`config.mk`:
```
export PLATFORM = sky130hd
export DESIGN_NAME = scmp_imm_unit
export DESIGN_NICKNAME = d
export VERILOG_FILES = /design/src/rtl/scmp_pkg.sv /design/src/rtl/scmp_cond.sv /design/src/rtl/scmp_bittest.sv /design/src/rtl/scmp_immwr.sv /design/src/rtl/scmp_imm_unit.sv
export SDC_FILE = /design/constraint.sdc
export NUM_CORES = 1
export LEC_CHECK = 0
export BUFFER_PORTS_ARGS = -buffer_cell sky130_fd_sc_hd__buf_4
export CAP_MARGIN = 10
export CORE_ASPECT_RATIO = 0.75
export CORE_UTILIZATION = 45
export DETAILED_ROUTE_END_ITERATION = 12
export HOLD_SLACK_MARGIN = 0.12
export SLEW_MARGIN = 40
export SYNTH_ARGS = -nofsm -noshare
export SYNTH_HDL_FRONTEND = slang
export SYNTH_SLANG_ARGS = --single-unit
```
`constraint.sdc`:
```
create_clock -name clk -period 8.7 [get_ports clk]
set_input_delay 2.175 -clock clk [delete_from_list [all_inputs] [get_ports clk]]
set_output_delay 2.175 -clock clk [all_outputs]
set_load 0.05 [all_outputs]
```
`src/rtl/scmp_pkg.sv`:
```
package scmp_pkg;

    localparam int OP_W = 6;

    typedef enum logic [1:0] {
        CLS_REG_CMP  = 2'd0,
        CLS_IMM_CMP  = 2'd1,
        CLS_BIT_TEST = 2'd2,
        CLS_IMM_WR   = 2'd3
    } op_class_e;

    typedef enum logic [2:0] {
        CND_EQ  = 3'd0,
        CND_NE  = 3'd1,
        CND_GT  = 3'd2,
        CND_GE  = 3'd3,
        CND_LT  = 3'd4,
        CND_LE  = 3'd5,
        CND_RS6 = 3'd6,
        CND_RS7 = 3'd7
    } cond_e;

    typedef enum logic [1:0] {
        WR_MOV  = 2'd0,
        WR_CMOV = 2'd1,
        WR_ADD  = 2'd2,
        WR_MUL  = 2'd3
    } wr_kind_e;

    typedef struct packed {
        op_class_e  cls;
        logic       is_signed;
        logic [2:0] sel;
    } op_word_t;

    // Map equality and ordering onto one condition code.
    function automatic logic cond_hit(cond_e c, logic eq, logic lt);
        case (c)
            CND_EQ:  return eq;
            CND_NE:  return !eq;
            CND_GT:  return !eq && !lt;
            CND_GE:  return !lt;
            CND_LT:  return lt;
            CND_LE:  return lt || eq;
            default: return 1'b0;
        endcase
    endfunction

endpackage

```
`src/rtl/scmp_cond.sv`:
```
module scmp_cond
    import scmp_pkg::*;
#(
    parameter int W = 32
) (
    input  logic [W-1:0] lhs,
    input  logic [W-1:0] rhs,
    input  logic         is_signed,
    input  cond_e        cond,
    output logic         hit
);
    logic [W-1:0] lhs_k;
    logic [W-1:0] rhs_k;
    logic         eq;
    logic         lt;

    // Flipping the sign bits turns a signed order into an unsigned one.
    always_comb begin
        lhs_k = {lhs[W-1] ^ is_signed, lhs[W-2:0]};
        rhs_k = {rhs[W-1] ^ is_signed, rhs[W-2:0]};
        eq    = (lhs == rhs);
        lt    = (lhs_k < rhs_k);
        hit   = cond_hit(cond, eq, lt);
    end

    always_comb begin
        assert_eq_ne_excl_R1: assert (!(hit && eq && cond == CND_NE));
    end
endmodule

```
`src/rtl/scmp_bittest.sv`:
```
module scmp_bittest #(
    parameter int W       = 32,
    parameter bit WIDE_EN = 1'b1,
    localparam int PW     = $clog2(W)
) (
    input  logic [W-1:0] lo,
    input  logic [W-1:0] hi,
    input  logic [PW:0]  pos,
    input  logic         wide,
    input  logic         want_one,
    output logic         hit
);
    logic [2*W-1:0] word;
    logic [PW:0]    idx;
    logic           bitv;

    generate
        if (WIDE_EN) begin : g_wide
            assign idx = wide ? pos : {1'b0, pos[PW-1:0]};
        end else begin : g_narrow
            assign idx = {1'b0, pos[PW-1:0] | {PW{1'b0 & wide}}};
        end
    endgenerate

    always_comb begin
        word = {hi, lo};
        bitv = word[idx];
        hit  = (bitv == want_one);
    end
endmodule

```
`src/rtl/scmp_immwr.sv`:
```
module scmp_immwr
    import scmp_pkg::*;
#(
    parameter int W  = 32,
    parameter int IW = 16
) (
    input  logic [W-1:0]  dst,
    input  logic [IW-1:0] imm,
    input  wr_kind_e      kind,
    input  logic          flag,
    output logic [W-1:0]  value,
    output logic          wen,
    output logic [W-1:0]  imm_x
);
    always_comb begin
        imm_x = {{(W-IW){imm[IW-1]}}, imm};
        value = imm_x;
        wen   = 1'b1;
        case (kind)
            WR_MOV:  value = imm_x;
            WR_CMOV: begin
                value = flag ? imm_x : dst;
                wen   = flag;
            end
            WR_ADD:  value = dst + imm_x;
            WR_MUL:  value = dst * imm_x;
            default: value = imm_x;
        endcase
    end
endmodule

```
`src/rtl/scmp_imm_unit.sv`:
```
module scmp_imm_unit
    import scmp_pkg::*;
#(
    parameter int DATA_W  = 32,
    parameter int IMM_W   = 16,
    parameter bit WIDE_EN = 1'b1,
    localparam int PW     = $clog2(DATA_W)
) (
    input  logic              clk,
    input  logic              rst,
    input  logic              in_valid,
    input  logic [OP_W-1:0]   op_code,
    input  logic [DATA_W-1:0] src0,
    input  logic [DATA_W-1:0] src0_hi,
    input  logic [DATA_W-1:0] src1,
    input  logic [DATA_W-1:0] dst_val,
    input  logic [IMM_W-1:0]  imm_val,
    input  logic              flag_in,
    output logic              out_valid,
    output logic [DATA_W-1:0] result,
    output logic              wr_en,
    output logic              flag_out
);
    op_word_t          op_w;
    logic [DATA_W-1:0] cmp_lhs;
    logic [DATA_W-1:0] cmp_rhs;
    logic [DATA_W-1:0] imm_x;
    logic [DATA_W-1:0] wr_value;
    logic              wr_wen;
    logic              cmp_hit;
    logic              bt_hit;
    logic [DATA_W-1:0] nxt_result;
    logic              nxt_wen;
    logic              nxt_flag;

    assign op_w = op_word_t'(op_code);

    // Immediate compares put the destination on the left, immediate on the right.
    assign cmp_lhs = (op_w.cls == CLS_IMM_CMP) ? dst_val : src0;
    assign cmp_rhs = (op_w.cls == CLS_IMM_CMP) ? imm_x   : src1;

    scmp_cond #(.W(DATA_W)) u_cond (
        .lhs       (cmp_lhs),
        .rhs       (cmp_rhs),
        .is_signed (op_w.is_signed),
        .cond      (cond_e'(op_w.sel)),
        .hit       (cmp_hit)
    );

    scmp_bittest #(.W(DATA_W), .WIDE_EN(WIDE_EN)) u_bit (
        .lo       (src0),
        .hi       (src0_hi),
        .pos      (src1[PW:0]),
        .wide     (op_w.sel[1]),
        .want_one (op_w.sel[0]),
        .hit      (bt_hit)
    );

    scmp_immwr #(.W(DATA_W), .IW(IMM_W)) u_wr (
        .dst   (dst_val),
        .imm   (imm_val),
        .kind  (wr_kind_e'(op_w.sel[1:0])),
        .flag  (flag_in),
        .value (wr_value),
        .wen   (wr_wen),
        .imm_x (imm_x)
    );

    always_comb begin
        nxt_result = '0;
        nxt_wen    = 1'b0;
        nxt_flag   = flag_in;
        case (op_w.cls)
            CLS_REG_CMP, CLS_IMM_CMP: nxt_flag = cmp_hit;
            CLS_BIT_TEST:             nxt_flag = bt_hit;
            CLS_IMM_WR: begin
                nxt_result = wr_value;
                nxt_wen    = wr_wen;
            end
            default: nxt_flag = flag_in;
        endcase
    end

    always_ff @(posedge clk) begin
        if (rst) begin
            out_valid <= 1'b0;
            wr_en     <= 1'b0;
            flag_out  <= 1'b0;
            result    <= '0;
        end else begin
            out_valid <= in_valid;
            wr_en     <= in_valid && nxt_wen;
            if (in_valid) begin
                flag_out <= nxt_flag;
                result   <= nxt_result;
            end
        end
    end

    assert_reset_clear_R11: assert property (@(posedge clk)
        rst |=> (!out_valid && !wr_en && !flag_out));

    assert_latency_R11: assert property (@(posedge clk) disable iff (rst)
        in_valid |=> out_valid);

    assert_idle_quiet_R11: assert property (@(posedge clk) disable iff (rst)
        !in_valid |=> (!out_valid && !wr_en));

    assert_cmp_no_write_R3: assert property (@(posedge clk) disable iff (rst)
        (in_valid && op_code[5:4] != 2'd3) |=> (!wr_en && result == '0));

    assert_flag_keep_R10: assert property (@(posedge clk) disable iff (rst)
        (in_valid && op_code[5:4] == 2'd3) |=> (flag_out == $past(flag_in)));

    assert_cmov_hold_R8: assert property (@(posedge clk) disable iff (rst)
        (in_valid && op_code[5:4] == 2'd3 && op_code[1:0] == 2'd1 && !flag_in)
        |=> (!wr_en && result == $past(dst_val)));

    assert_mov_sext_R7: assert property (@(posedge clk) disable iff (rst)
        (in_valid && op_code[5:4] == 2'd3 && op_code[1:0] == 2'd0)
        |=> (wr_en && result == {{(DATA_W-IMM_W){$past(imm_val[IMM_W-1])}}, $past(imm_val)}));

    assert_rsv_cond_R12: assert property (@(posedge clk) disable iff (rst)
        (in_valid && !op_code[5] && op_code[2:1] == 2'b11) |=> !flag_out);
endmodule

```
==> results.ini <==
[floorplanning]
rows=62
die_width_um=229
dieArea_um2=39500
die_h_um=172
pin_count=189
start_util=0.456
core_um2=38200

[cts]
clkTransAtPathRegs_ps=60
clk_latency_ps=290
cts_post_setup_buffers_inserted=0
numCtsBuffers=5
cts_sinks=35
root_buffer=clkbuf_16
htree_levels=2
cts_tree=done
cts_hold_buf=0
clockBufferDepth=2
cts_resized=0

[setup_path]
cp_max_fo=18
cp-start-kind=input port
worstPathCellList=buf_4 > ha_1 > inv_1 > fa_1 > inv_1 > fa_1 > fa_1 > fa_1 > fa_1 > inv_1 > fa_1 > inv_1 > ha_1 > and4_1 > and2_1 > a221oi_1 > inv_1 > o21ai_1 > o21ai_0 > xnor2_1 > o221ai_1 > a22o_1
cp_common_cell=fa_1
arrival_ps=8470
end_kind=flop
crit_slowest_cell=fa_1
startpoint=dst_val[9]
critPathTopFamily=adder cells
critical_path.max_stage_delay_ps=580
criticalPathCategory=in2reg
worstPathRequired_ps=8880
cp_num_buf_inv=6
regToRegStartpoint=result[29]$_SDFFE_PP0P_

[sta]
tightestPinTransition_ps=890
finClkSkew_ps=0
fin_setup_tns_ps=0
period_share=0.952
max_freq_mhz=121
setup_viol=0
finalHoldViolCount=0
relSlewSlack=0.405
min_period_ps=8290
holdWs_ps=469
rsz0062_at_grt=no
slew_viol_final=0
setup_slack_ps=415

[finish]
instances_no_fill=2708
area_delta_synth_final_pct=11.0
num-nets-final=2811
postLayoutCoreUtil=0.506
fillers=3731
final_layout_size_suffix_gt1_frac=0.118
antenna_cells=0

[logic_synthesis]
synthTopCellsByCount=inv_1, fa_1, nand2_1
ys_warn_count=0
synth_ff_type=dfxtp_1
syn_inst=2084
syn_area_per_cell_um2=8.36
synthTopCellsByArea=fa_1, ha_1, inv_1, nand2_1, and2_1
synthesis.nets=2700
ys_seq_area_frac=0.0402
synth.cell_area_um2=17400
async_flop_share=0
synth_top_area_share=0.350
ys_ff_latch=35
synthMostInstantiatedCell=inv_1
yosysTopAreaCell=fa_1
ys_types=66
synth-edff-count=0

[place]
dp_cells=2700
post-dp-hpwl_mm=43.6
dp_slack_ps=53.7
gp_congestion=0.930
io_buffers=188

[run_status]
status=finished clean

[route]
wl_per_cell_um=21.0
dr.first_iter.drc_count=1491
firstDrtPassIters=5
drc=0
viasPerCell=5.54
ant_nets=0
drt-total-wl_mm=56.8
vias=15000

[hold_path]
hp-start=result[2]$_SDFFE_PP0P_
hp-class=reg2reg

[global_routing]
grt_pass1_vias=15600
grtUsageTotal=0.299
grt_max_degree=46
grt_antenna_before_repair=3
grt_pass1_wl_mm=90.2
gr-total-overflow=0

[power]
ir_worst_vdd_mv=0.416
power_density_nw_per_um2=416
p_leak_nw=9.65

[job]
drv_cap=0

## layer usage
layer / vias up / GRT usage / routed length (µm)
met5: - / 0 / 0
met4: 0 / 0.0641 / 1080
met3: 66 / 0.0510 / 4890
met2: 648 / 0.482 / 25300
met1: 7457 / 0.421 / 25500
li1: 6818 / - / -
## placed cells by master, fill, tap and decap left out, types with 10 or more instances in the layout
cell type	n
a211oi_1	10
a21o_1	23
a21oi_1	104
a22o_1	10
and2_1	155
buf_4	206
dfxtp_1	35
fa_1	305
ha_1	157
inv_1	417
mux2_2	30
mux2i_1	36
mux4_1	13
nand2_1	295
nand3_1	27
nand4_1	11
nor2_1	67
nor3_1	20
o211ai_1	14
o21ai_0	44
xnor2_1	54
xor2_1	21
## through the flow
step / power [mW] / cell area [µm²]
CTS: 7.99 / 19300
floorplan: 5.68 / 17400
finish: 8.05 / 19300
global route: 9.03 / 19300
global placement: 7.65 / 19200
detailed placement: 7.72 / 19200
## worst min-delay path, cell delays in order, from the launching register on
cell	delay (ps)
dfxtp_1	310
nand2_1	60
a21oi_1	60
## state kept, by name (all words and copies together) (netlist names)
signal and cells:
flag_out 1, result 32, out_valid 1, wr_en 1
## power breakdown
group          switching [mW]  internal (mW)
logic                    4.57           3.09
clock network          0.0766          0.105
registers              0.0219          0.178
## logic make-up after synthesis
| logic type | count (synthesis) | synth area share |
|---|---|---|
| AND/OR/NAND/NOR | 615 | 0.167 |
| buffers and inverters | 520 | 0.114 |
| adder cells (fa/ha/maj) | 462 | 0.463 |
| AO/OA/AOI/OAI | 289 | 0.107 |
| multiplexers | 87 | 0.0696 |
| XOR/XNOR | 76 | 0.0390 |
| flip-flops | 35 | 0.0402 |
## final cells by class
cell class                      instances  area, µm²  share of cell area
Timing Repair Buffer                  206       1550              0.0799
Clock inverter                          3       15.0            0.000776
Clock buffer                            5        125             0.00647
Sequential cell                        35        701              0.0362
Tap cell                              512        641              0.0331
Multi-Input combinational cell       1529      14700               0.762
Inverter                              418       1570              0.0811
## path summary, 6_finish.rpt
| kind | endpoint | slack [ps] | cells after the start |
|---|---|---|---|
| max | result[28]$_SDFFE_PP0P_ | 410 | 22 |
| min | result[2]$_SDFFE_PP0P_ | 470 | 2 |
| max reg2reg | result[29]$_SDFFE_PP0P_ | 7560 | 4 |
| min reg2reg | result[2]$_SDFFE_PP0P_ | 470 | 2 |
Power figures use the tool's default switching activity.
